$ cat src/rtl/pp_pwm_pkg.sv
package pp_pwm_pkg;

    typedef enum logic {
        PH_A = 1'b0,
        PH_B = 1'b1
    } phase_e;

    // Ramp threshold above which a pulse may be on: the larger of the two limits.
    function automatic int unsigned on_bound(int unsigned fb, int unsigned dt,
                                             int unsigned min_off);
        int unsigned dt_lim;
        dt_lim = dt + min_off;
        return (fb > dt_lim) ? fb : dt_lim;
    endfunction

endpackage

$ cat src/rtl/pp_ramp.sv
module pp_ramp #(
    parameter int CNT_W = 8
) (
    input  logic             clk,
    input  logic             rst,
    input  logic [CNT_W-1:0] period_i,
    input  logic [CNT_W-1:0] fb_i,
    input  logic [CNT_W-1:0] dt_i,
    output logic [CNT_W-1:0] ramp_o,
    output logic [CNT_W-1:0] fb_o,
    output logic [CNT_W-1:0] dt_o,
    output logic             wrap_o
);
    logic [CNT_W-1:0] ramp_q, top_q, fb_q, dt_q;

    assign wrap_o = (ramp_q == top_q);

    always_ff @(posedge clk) begin
        if (rst || wrap_o) begin
            ramp_q <= '0;
            top_q  <= period_i;
            fb_q   <= fb_i;
            dt_q   <= dt_i;
        end else begin
            ramp_q <= ramp_q + 1'b1;
        end
    end

    assign ramp_o = ramp_q;
    assign fb_o   = fb_q;
    assign dt_o   = dt_q;
endmodule

$ cat src/rtl/pp_steer.sv
module pp_steer
    import pp_pwm_pkg::*;
(
    input  logic   clk,
    input  logic   rst,
    input  logic   tick_i,
    output phase_e phase_o
);
    phase_e ph_q;

    always_ff @(posedge clk) begin
        if (rst)
            ph_q <= PH_A;
        else if (tick_i)
            ph_q <= (ph_q == PH_A) ? PH_B : PH_A;
    end

    assign phase_o = ph_q;
endmodule

$ cat src/rtl/pp_gate.sv
module pp_gate
    import pp_pwm_pkg::*;
#(
    parameter int CNT_W   = 8,
    parameter int MIN_OFF = 3
) (
    input  logic [CNT_W-1:0] ramp_i,
    input  logic [CNT_W-1:0] fb_i,
    input  logic [CNT_W-1:0] dt_i,
    input  phase_e           phase_i,
    output logic [1:0]       drv_o
);
    logic blank;
    logic open_win;

    assign blank    = (ramp_i == '0);
    assign open_win = int'(ramp_i) > on_bound(int'(fb_i), int'(dt_i), MIN_OFF);

    for (genvar g = 0; g < 2; g++) begin : g_drv
        // NOR of blank, closed window and wrong steering side
        assign drv_o[g] = ~(blank | ~open_win | (int'(phase_i) != g));
    end
endmodule

$ cat src/rtl/pp_pwm.sv
module pp_pwm
    import pp_pwm_pkg::*;
#(
    parameter int CNT_W   = 8,
    parameter int MIN_OFF = 3
) (
    input  logic             clk,
    input  logic             rst,
    input  logic [CNT_W-1:0] period_i,
    input  logic [CNT_W-1:0] fb_i,
    input  logic [CNT_W-1:0] dt_i,
    output logic             drv_a_o,
    output logic             drv_b_o,
    output logic             phase_o
);
    logic [CNT_W-1:0] ramp_q, fb_q, dt_q;
    logic             wrap;
    phase_e           phase;
    logic [1:0]       drv;

    pp_ramp #(.CNT_W(CNT_W)) u_ramp (
        .clk(clk), .rst(rst), .period_i(period_i), .fb_i(fb_i), .dt_i(dt_i),
        .ramp_o(ramp_q), .fb_o(fb_q), .dt_o(dt_q), .wrap_o(wrap)
    );

    pp_steer u_steer (
        .clk(clk), .rst(rst), .tick_i(wrap), .phase_o(phase)
    );

    pp_gate #(.CNT_W(CNT_W), .MIN_OFF(MIN_OFF)) u_gate (
        .ramp_i(ramp_q), .fb_i(fb_q), .dt_i(dt_q), .phase_i(phase), .drv_o(drv)
    );

    assign drv_a_o = drv[0];
    assign drv_b_o = drv[1];
    assign phase_o = phase;
endmodule

$ cat config.mk
export PLATFORM = sky130hd
export DESIGN_NAME = pp_pwm
export DESIGN_NICKNAME = d
export VERILOG_FILES = /design/src/rtl/pp_pwm_pkg.sv /design/src/rtl/pp_ramp.sv /design/src/rtl/pp_steer.sv /design/src/rtl/pp_gate.sv /design/src/rtl/pp_pwm.sv
export SDC_FILE = /design/constraint.sdc
export NUM_CORES = 1
export LEC_CHECK = 0
export BUFFER_PORTS_ARGS = -buffer_cell sky130_fd_sc_hd__buf_2
export CORE_MARGIN = 2
export CORE_UTILIZATION = 56
export CTS_CLUSTER_DIAMETER = 120
export CTS_CLUSTER_SIZE = 12
export DETAILED_ROUTE_END_ITERATION = 8
export PLACE_DENSITY = 0.77
export SYNTH_ARGS = -nofsm -noshare
export SYNTH_HDL_FRONTEND = slang
export SYNTH_HIERARCHICAL = 1
export SYNTH_SLANG_ARGS = --single-unit
$ cat constraint.sdc
create_clock -name clk -period 6.2 [get_ports clk]
set_input_delay 0.93 -clock clk [delete_from_list [all_inputs] [get_ports clk]]
set_output_delay 0.93 -clock clk [all_outputs]
set_load 0.02 [all_outputs]
* Yosys cells after proc, flatten, opt, wreduce, memory -nomap -nowiden
Cells that the tools add are included.
** Cells by class
- Add/sub/neg operators :: 2
- Order comparisons :: 2
- Equal/unequal tests :: 1
- Muxes and demuxes :: 2
- Bitwise operators :: 7
- Reductions and logical operators :: 2
** Operators with widths (count)
- $gt A8 B32 Y1 :: 2
- $mux W32 :: 1
- $add A8 B2 Y9 const B :: 1
- $add A8 B1 Y8 const B :: 1
- $eq A8 B8 Y1 :: 1
- $logic_not A8 Y1 :: 1
- $not A1 Y1 :: 4
- $or A1 B1 Y1 :: 3
- $logic_or A1 B1 Y1 :: 1
- $mux W1 :: 1
** Word-level totals
- Bits in registers :: 33
- Bits of input ports :: 26

* Depth between registers and ports, before layout
Gate-level depths: netlist of the first run.
- Depth after elaboration :: 8
- Mapped depth :: 17
- Gate-level depth less buffers :: 17

* Hierarchy
The synthesis of the first run kept the hierarchy.
** Modules (own cells, without submodules)
- pp_ramp :: times used 1, cells each 71, area an instance 1203.7 µm², sequential area each 880.8 µm²
- pp_gate :: times used 1, cells each 82, area an instance 633.1 µm², sequential area each 0.0 µm²
- pp_steer :: times used 1, cells each 3, area an instance 32.5 µm², sequential area each 20.0 µm²

* Worst setup path before layout of the first run
OpenSTA, ideal clock, no wires.
- Path kind :: reg-to-output
- From :: reg u_ramp.dt_q[0] (netlist: u_ramp/dt_o[0])
- To :: out drv_b_o
- Arrival time :: 3.795 ns
- Required time :: 5.270 ns
- Path slack :: 1.475 ns
- Stages on the path, launching flop included :: 17
- Path through :: edfxtp_1 inv_1 ha_1 nand3b_1 nor2_1 xnor2_1 ha_1 o21ai_0 nor2_1 o31ai_4 mux2_2 ha_1 nand3_1 o22ai_1 o21ai_0 and3b_1 nor4b_1
** Between the ends
- Cells in the longest elaborated chain, start to end :: 8
** RTL lines
- start: declaration :: RTL line pp_ramp.sv:14 : logic [CNT_W-1:0] ramp_q, top_q, fb_q, dt_q;
- start signal: assignment :: RTL line pp_ramp.sv:23 : dt_q <= dt_i;
- $add A8 B2 Y9 * :: RTL line pp_pwm_pkg.sv:12 : dt_lim = dt + min_off;
- $gt A8 B32 Y1 :: RTL line pp_pwm_pkg.sv:13 : return (fb > dt_lim) ? fb : dt_lim;
- $mux W32 * :: RTL line pp_pwm_pkg.sv:13
- $gt A8 B32 Y1 * :: RTL line pp_gate.sv:17 : assign open_win = int'(ramp_i) > on_bound(int'(fb_i), int'(dt_i), MIN_OFF);
- $not A1 Y1 * :: RTL line pp_gate.sv:21 : assign drv_o[g] = ~(blank | ~open_win | (int'(phase_i) != g));
- $or A1 B1 Y1 * (2 in a row) :: RTL line pp_gate.sv:21
- $not A1 Y1 * :: RTL line pp_gate.sv:21
- end: declaration :: RTL line pp_pwm.sv:13 : output logic drv_b_o,
Mark *: on every way between the ends. The rest lies on a longest branch, timed or not.

* Worst setup path after layout of the first run
Same ends and word-level chain as after synthesis.

==> metrics, run 1 <==
CTS tree done; Setup-failing EPs final 0; most frequent cells after synthesis 24 x edfxtp_1, 18 x ha_1, 16 x inv_1; cell area power density roughly 220 mW/mm^2; relative slew slack 37.1%; part of the Yosys area used for sequential elements roughly half; worst hold path type reg -> reg; Ys Warns 6; I/O Buffers 28; crit path time final between 5 and 6 ns; Max VDD drop between 0.1 and 0.15 mV; vias in the first global route about 1300; element type at the critical path start flop; 1st-pass router iterations 4; most numerous cell in the Yosys netlist edfxtp_1; H-tree Lvls 2; GP Congestion about 0.9; Core Box Area around 0.0031 sq mm; hold violation count in the final report 0; flip-flop and latch area ~900 sq um; Hold Buf Count CTS 0; clock insertion delay at the later pin of the skew report roughly 0.33 ns; CTS Root Cell clkbuf_4; largest net degree at the start of global routing 25; f_max approximately 190 MHz; fraction of layout cells with a size suffix above 1 24.2%; initial antenna violation count 0; Post-DP HPWL ~2600 um; synth top area cells edfxtp_1 39%, ha_1 12%, dfxtp_1 9.6%, xor2_1 5.6%, mux2_2 3.6%; CP peak stage delay between 0.4 and 0.5 ns; via count approximately 1300; mapped cell area 0.00187 sq mm; post-route ant nets 0; skew final a little under 0.01 ns; Critical-path top delay cell o31ai_4; status finished clean; Fillers between 200 and 300; synthesis-stage register bit count 33; nets@finish approximately 230; Yosys top cell area share between 30 and 40%; TritonCTS Buffers 5; Critical Path AT ~4.4 ns; CTS Buffer Depth 2; DIE HEIGHT approximately 62 um; Worst path top cell family by delay compound AO/OA/AOI/OAI gates; RSZ-0062 raised after global routing false; first-pass GRT wire length around 5500 um; drt total wl 3380 um; largest area contributor in the netlist edfxtp_1; Synth cell types 35; PostCTS Resize Cnt 0; worst-margin pin slew ~0.94 ns; fin. max-slew vios 0; Crit Path Class reg -> out; CP endpoint kind output port; Starting DRT DRC Count between 50 and 60; ys flop type edfxtp_1; diode count 0; Fin Hold WS about 0.58 ns; CTS Sinks 33; # DRC 0; Max Cap Viol 0; number of synthesized flops with an enable pin 24; Setup TNS 0 ns; post-synthesis cell count 156; post-DR vias/cell approximately 5.5; wire per inst approximately 14 um; worst path cell trace o21ai_0, nor2_1, nand2_1, xor2_1, ha_1, a211oi_1, nor2_1, o31ai_4, mux2_2, ha_1, nand3_1, o22ai_1, o21ai_0, and3b_1, nor4b_1, buf_2; Mean Syn Cell Area 12.0 sq um; critical path peak fanout 8; Post-CTS Setup Inserts 0; Synth Net Count 200; CTS clk-pin slew, worst paths 0.10 ns; CP required 5.27 ns; r2r setup slk approximately 3.7 ns; Std-Cell Rows 20; initial core utilization 60.2%; Die ar. between 0.003 and 0.004 sq mm; Final Util between 60% and 70%; layout overhead on the synthesized area 12.8%; gr ovfl total 0; gr usage total between 20% and 30%; ys async rst share 0%; crit path buf inv count 1; leakage power 0.000880 uW; area of the multi-input gates approximately 900 sq um; Top Ports 29; Die Wd between 60 and 70 um; Final period util between 80% and 90%
-- cells in the final DEF, fill, tap and decap left out --
master	instances
a211oi_1	6
a21o_1	1
a21oi_1	4
a221oi_1	3
a22o_1	1
and2_1	1
and3b_1	1
and4_1	1
buf_2	28
clkbuf_1	2
clkbuf_4	5
clkbuf_8	1
dfxtp_1	9
edfxtp_1	24
ha_1	18
inv_1	16
mux2_2	6
mux2i_1	2
nand2_1	4
nand3_1	4
nand3_2	1
nand3b_1	1
nand4_1	3
nor2_1	7
nor2b_1	2
nor3_1	2
nor4_1	3
nor4_4	2
nor4b_1	1
o211ai_2	1
o21ai_0	7
o22ai_1	1
o31ai_4	1
or3_1	3
xnor2_1	5
xor2_1	12
xor2_2	1
-- kinds of logic (layout without fill, tap and decap cells) --
family          after synthesis  in the layout  synth area share (%)
flops                        33             33                  48.2
compound gates               25             25                  9.77
buf+inv                      18             52                  4.02
simple gates                 36             36                  12.5
mux                           8              8                  4.69
xor+xnor                     18             18                  8.84
fa+ha+maj                    18             18                  12.0
-- sequential cells by signal (all words and copies together) (netlist names) --
signal	count
u_steer/phase_o	1
u_ramp/top_q	8
u_ramp/ramp_o	8
u_ramp/dt_o	8
u_ramp/fb_o	8
-- report_power, final --
part	switching (uW)	total (uW)	internal, uW
sequential	9.55	259	249
clock	66.2	122	55.9
combinational	41.9	80.1	38.2
total	118	461	343
-- metrics by stage --
stage,cell area [sq um],worst slack [ns],instances,power (uW)
floorplan,1870,1.48,156,321
global placement,2050,1.49,226,337
detailed placement,2050,1.40,226,343
CTS,2110,0.968,234,465
global route,2110,0.608,234,485
finish,2110,0.920,234,461
-- worst register-to-register path, stage by stage (launching register included) --
cell and delay (ns):
dfxtp_1 0.56, xor2_2 0.15, nor4_4 0.56, a21o_1 0.84
-- path summary, 6_finish.rpt --
kind	from	endpoint	cells after the start
min reg2reg	u_steer/phase_o	u_steer/phase_o	2
max reg2reg	u_ramp/ramp_o[2]	u_ramp/top_q[7]	3
min	u_steer/phase_o	u_steer/phase_o	2
max	u_ramp/dt_o[0]	drv_b_o	16
-- final cells by class --
type	instances	share of cell area, %
flip-flops and latches	33	42.7
multi-input cells	105	42.4
repair buffers	28	6.65
inverters	16	2.85
clock buffers	8	2.79
well taps	44	2.61
-- per-layer routing --
layer	track usage, %	vias up	wire, um
met1	25.7	583	1490
met2	31.6	43	1630
met4	9.42	0	69
li1	-	643	-
met3	7.04	7	193
met5	0	-	0
Power figures use the tool's default switching activity.
==> run 2, diff against run 1 <==
ABC_AREA = 1   (was not set)
PLACE_DENSITY = 0.76   (was 0.77)
==> metrics, run 2 <==
clock insertion delay at the later pin of the skew report roughly 0.35 ns; Critical-path top delay cell edfxtp_1; # DRC 0; Mean Syn Cell Area 8.46 sq um; gr usage total 19.2%; number of synthesized flops with an enable pin 24; largest net degree at the start of global routing 33; Placed Instances between 300 and 400; Fillers 300; largest area contributor in the netlist edfxtp_1; element type at the critical path start flop; Post-DP HPWL between 2000 and 3000 um; CTS Sinks 33; fraction of layout cells with a size suffix above 1 approximately 18%; Setup-failing EPs final 0; Crit Path Class reg -> out; fin. max-slew vios 0; PostCTS Resize Cnt 0; GP Congestion 0.807; hold path startpoint u_ramp/ramp_o[0]; H-tree Lvls 2; critical path peak fanout 9; worst r2r src u_ramp/ramp_o[2]; 1st-pass router iterations 6; Die ar. ~0.004 sq mm; TritonCTS Buffers 5; Fin Hold WS between 0.5 and 0.6 ns; wire per inst approximately 11 um; Critical path origin u_ramp/dt_o[0]; Max VDD drop 0.151 mV; most numerous cell in the Yosys netlist nand2_1; worst hold path type reg -> reg; I/O Buffers 28; post-route ant nets 0; nets@finish 312; layout overhead on the synthesized area 13.7%; Core Box Area 0.00336 sq mm; commonest non-fill, non-tap cell in the layout nand2_1; Die Wd approximately 63 um; CTS clk-pin slew, worst paths roughly 0.10 ns; post-route cell area between 0.002 and 0.0025 sq mm; worst path cell trace inv_1, ha_1, nand3b_1, o21ai_0, o21ai_1, ha_1, nand2_1, nor2_1, nand2_1, nand2_2, nand2_4, nand2_1, nand2_1, ha_1, nand2_1, o21bai_1, nand2_1, nand2_1, nand2_1, nand2_1, nor2_1, buf_2; DIE HEIGHT approximately 63 um; CTS Root Cell clkbuf_4; Ys Warns 6; area of the multi-input gates 921 sq um; mapped cell area between 0.0015 and 0.002 sq mm; drt total wl ~3300 um; Starting DRT DRC Count 90; Yosys top cell area share approximately 37%; CP required approximately 5.3 ns; CTS Buffer Depth 2; r2r setup slk ~4.6 ns; ys flop type edfxtp_1; first-pass GRT wire length 5820 um; initial antenna violation count 0; commonest non-fill, non-tap cells in the layout 66 x nand2_1, 38 x inv_1, 28 x buf_2; CP most frequent cell nand2_1; Critical Path AT approximately 3.4 ns; ys async rst share 0%; Synth Net Count 277; Max Cap Viol 0; part of the Yosys area used for sequential elements 45.7%; most frequent cells after synthesis 66 x nand2_1, 38 x inv_1, 27 x nor2_1; Top Ports 29; Post-CTS Setup Inserts 0; leakage power between 0.001 and 0.0015 uW; Final period util between 70% and 80%; hold violation count in the final report 0; Synth cell types 23; CP endpoint kind output port; diode count 0; skew final between 0.005 and 0.006 ns; Setup TNS 0 ns; post-synthesis cell count between 200 and 250; cell area power density approximately 210 mW/mm^2; Hold Buf Count CTS 0; vias in the first global route about 1400; crit path time final roughly 4.4 ns; worst-margin pin slew about 0.4 ns; Post-Place Cell Area between 0.002 and 0.0025 sq mm; gr ovfl total 0; Std-Cell Rows 21; post-DR vias/cell roughly 4.8; synth top area cells edfxtp_1 37%, nand2_1 13%, ha_1 11%, dfxtp_1 9.1%, inv_1 7.2%; f_max between 200 and 250 MHz; filler-free cell count of the finished design 315; setup ws final 1.85 ns; status finished clean; synthesis-stage register bit count 33; flip-flop and latch area roughly 900 sq um; relative slew slack about 73%; CTS tree done; CP peak stage delay between 0.3 and 0.4 ns; initial core utilization roughly three fifths; RSZ-0062 raised after global routing false; Post-Place Worst Slack 2.24 ns; via count between 1500 and 2000
## run 2: changes by cell type in the layout (fill, tap and decap cells not counted), moves of 4 or more
cell      before  now
nand2_2        0    4
nor2_1         7   27
inv_1         16   38
mux2_2         6    0
a211oi_1       6    0
nand2_1        4   66
o21ai_0        7    1
nand3_1        4   13
xor2_1        12    5
## run 2: path summary, 6_finish.rpt
kind,end,cells after the start
max,drv_b_o,22
min,u_ramp/ramp_o[0],1
max reg2reg,u_ramp/top_q[5],5
min reg2reg,u_ramp/ramp_o[0],1
## run 2: routing by layer
| layer | global-route usage [%] | vias to the layer above | wire length (um) |
|---|---|---|---|
| met2 | 30.4 | 37 | 1480 |
| li1 | - | 810 | - |
| met4 | 10.6 | 0 | 75 |
| met1 | 24.2 | 651 | 1600 |
| met5 | 0 | - | 0 |
| met3 | 4.29 | 7 | 186 |
## run 2: cell type report
type | count | share of cell area [%]
Sequential cell | 33 | 40.2
Inverter | 39 | 6.65
Tap cell | 46 | 2.57
Timing Repair Buffer | 28 | 6.26
Multi-Input combinational cell | 161 | 41.1
Clock buffer | 7 | 2.96
Clock inverter | 1 | 0.223
## run 2: cell families after synthesis
family	synth area share, %
AOI/OAI and AO/OA	3.17
buffers and inverters	7.56
adders and majority gates	11.4
xor gates and xnor gates	4.89
DFF	45.7
and+or+nand+nor	27.2
## run 2: report_power, final
part	internal, uW	switching, uW	leakage, uW
Combinational	33.4	47.6	0.000768
Sequential	249	8.46	0.000308
Clock	68.3	74.8	0.0000404
## run 2: stage by stage
step / utilization [%] / total power [uW]
global placement: 64.5 / 340
finish: 66.6 / 481
floorplan: - / 319
global route: 66.6 / 511
detailed placement: 64.5 / 343
CTS: 66.6 / 485
## run 2: worst max-delay path: cells and delay by family, from the launching register on
kind | cells | cell delay, ns
adders and majority gates | 3 | 0.82
DFF | 1 | 0.36
buffers and inverters | 2 | 0.23
and+or+nand+nor | 14 | 1.25
AOI/OAI and AO/OA | 3 | 0.40
==> run 3, diff against run 2 <==
ABC_AREA = 0   (was 1)
CORE_UTILIZATION = 51   (was 56)
PLACE_DENSITY = 0.74   (was 0.76)
clock period = 3.99 ns   (was 6.2 ns; I/O delays follow)
==> metrics, run 3 (same netlist as run 1, synthesis figures left out) <==
status finished with violations; failing checks setup timing; CP most frequent cell ha_4; Post-DP HPWL approximately 2700 um; CP peak stage delay 0.42 ns; initial antenna violation count 0; CTS Sinks 33; Setup-failing EPs final 2; r2r setup slk between 1 and 1.5 ns; post-DR vias/cell about 5.5; critical path peak fanout 4; leakage power around 0.00099 uW; drt total wl approximately 3800 um; # DRC 0; CTS Buffer Depth 2; routed wl met3 183 um; Max Used Layer met4; filler-free cell count of the finished design 253; Placed Instances 237; Die ar. roughly 0.0042 sq mm; Post-Place Worst Slack -0.250 ns; Starting DRT DRC Count between 60 and 70; layout overhead on the synthesized area 30.4%; Critical Path AT between 3 and 4 ns; crit path time final 4.55 ns; setup ws final -0.561 ns; cell area power density ~320 mW/mm^2; diode count 0; I/O Buffers 28; Die Wd about 65 um; WL met2 1880 um; Final Util a little under three quarters; vias in the first global route roughly 1500; 1st-pass router iterations 4; nets@finish 250; CP endpoint kind output port; Crit Path Class reg -> out; Hold Buf Count CTS 0; worst path cell trace inv_2, ha_4, nand3b_1, nor2_1, xnor2_1, ha_1, nand4_1, a21oi_2, o31ai_4, buf_6, mux2_4, ha_4, and4_4, o21ai_1, and3b_2, nor4b_4, buf_4; skew final approximately 0.017 ns; initial core utilization 54.7%; Top Ports 29; hold violation count in the final report 0; first-pass GRT wire length between 6000 and 7000 um; worst-margin pin slew 0.901 ns; H-tree Lvls 2; gr usage total about a fifth; CTS tree done; hold path startpoint fb_i[0]; clock insertion delay at the later pin of the skew report between 0.3 and 0.4 ns; Final period util 114%; relative slew slack around two fifths; worst r2r src u_ramp/ramp_o[3]; CTS clk-pin slew, worst paths around 0.10 ns; commonest non-fill, non-tap cells in the layout 26 x buf_2, 24 x edfxtp_1, 17 x buf_4; GP Congestion roughly 0.74; gr ovfl total 0; fraction of layout cells with a size suffix above 1 roughly 42%; f_max ~220 MHz; Pwr Total between 700 and 800 uW; CTS Root Cell clkbuf_4; post-route ant nets 0; Critical path origin u_ramp/dt_o[0]; element type at the critical path start flop; Std-Cell Rows 21; Core Box Area between 0.003 and 0.004 sq mm; Max Cap Viol 0; via count 1385; wire per inst 15.0 um; commonest non-fill, non-tap cell in the layout buf_2; Critical-path top delay cell edfxtp_1; CP required 3.39 ns; RSZ-0062 raised after global routing true; DIE HEIGHT roughly 65 um; fin. max-slew vios 0; largest net degree at the start of global routing 25; met1 WL roughly 1600 um; Max VDD drop between 0.2 and 0.25 mV; TritonCTS Buffers 5; worst hold path type in -> reg
run 3: cell types whose count changed in the layout (fill, tap and decap cells not counted), moves of 6 or more:
| cell | change |
|---|---|
| inv_1 | -24 |
| xor2_1 | +7 |
| buf_4 | +17 |
| nand2_1 | -62 |
| nand3_1 | -10 |
| nor2_1 | -23 |
| ha_4 | +7 |
| ha_1 | -7 |
| mux2_4 | +6 |
run 3: worst max-delay path, delay by kind of cell, from the launching register on:
kind,cells,cell delay (ns)
compound gates,3,0.36
xor+xnor,1,0.16
fa+ha+maj,3,0.71
buf+inv,3,0.42
flops,1,0.42
mux,1,0.32
simple gates,6,1.24
run 3: cell type report:
cell class	instances	area (sq um)
Sequential cell	33	901
Clock buffer	8	58.8
Fill cell	243	978
Tap cell	46	57.6
Multi-Input combinational cell	105	1080
Inverter	16	60.1
Timing Repair Buffer	45	280
run 3: what timing repair did:
action,CTS,global route
resized for setup,13,9
buffers inserted,5,3
endpoints found under the setup margin,2,2
pin swaps,9,4
hold endpoints to repair,0,0
run 3: stage by stage:
step,cell area (sq um),setup TNS [ns],hold slack [ns]
2_1_floorplan,1980,-0.113,0.517
3_3_place_gp,2230,-0.170,0.564
3_5_place_dp,2230,-0.500,0.569
4_1_cts,2390,-1.00,0.423
5_1_grt,2440,-1.44,0.413
6_report,2440,-1.12,0.428
run 3: per-layer routing:
metal / track usage (%) / up-vias
met5: 0 / -
met3: 5.73 / 12
met2: 35.5 / 39
met1: 26.0 / 657
li1: - / 677
met4: 9.57 / 0
run 3: report_power, final:
part / total (uW) / internal [uW] / switching [uW]
Combinational: 188 / 98.8 / 88.8
Sequential: 403 / 387 / 15.5
Clock: 196 / 86.9 / 109
Total: 786 / 573 / 213
run 3: final timing paths:
| path | end | depth (start not counted) |
|---|---|---|
| setup / recovery | drv_b_o | 17 |
| hold / removal | u_ramp/fb_o[0] | 1 |
| setup reg to reg | u_ramp/dt_o[7] | 3 |
| hold reg to reg | u_ramp/ramp_o[0] | 1 |
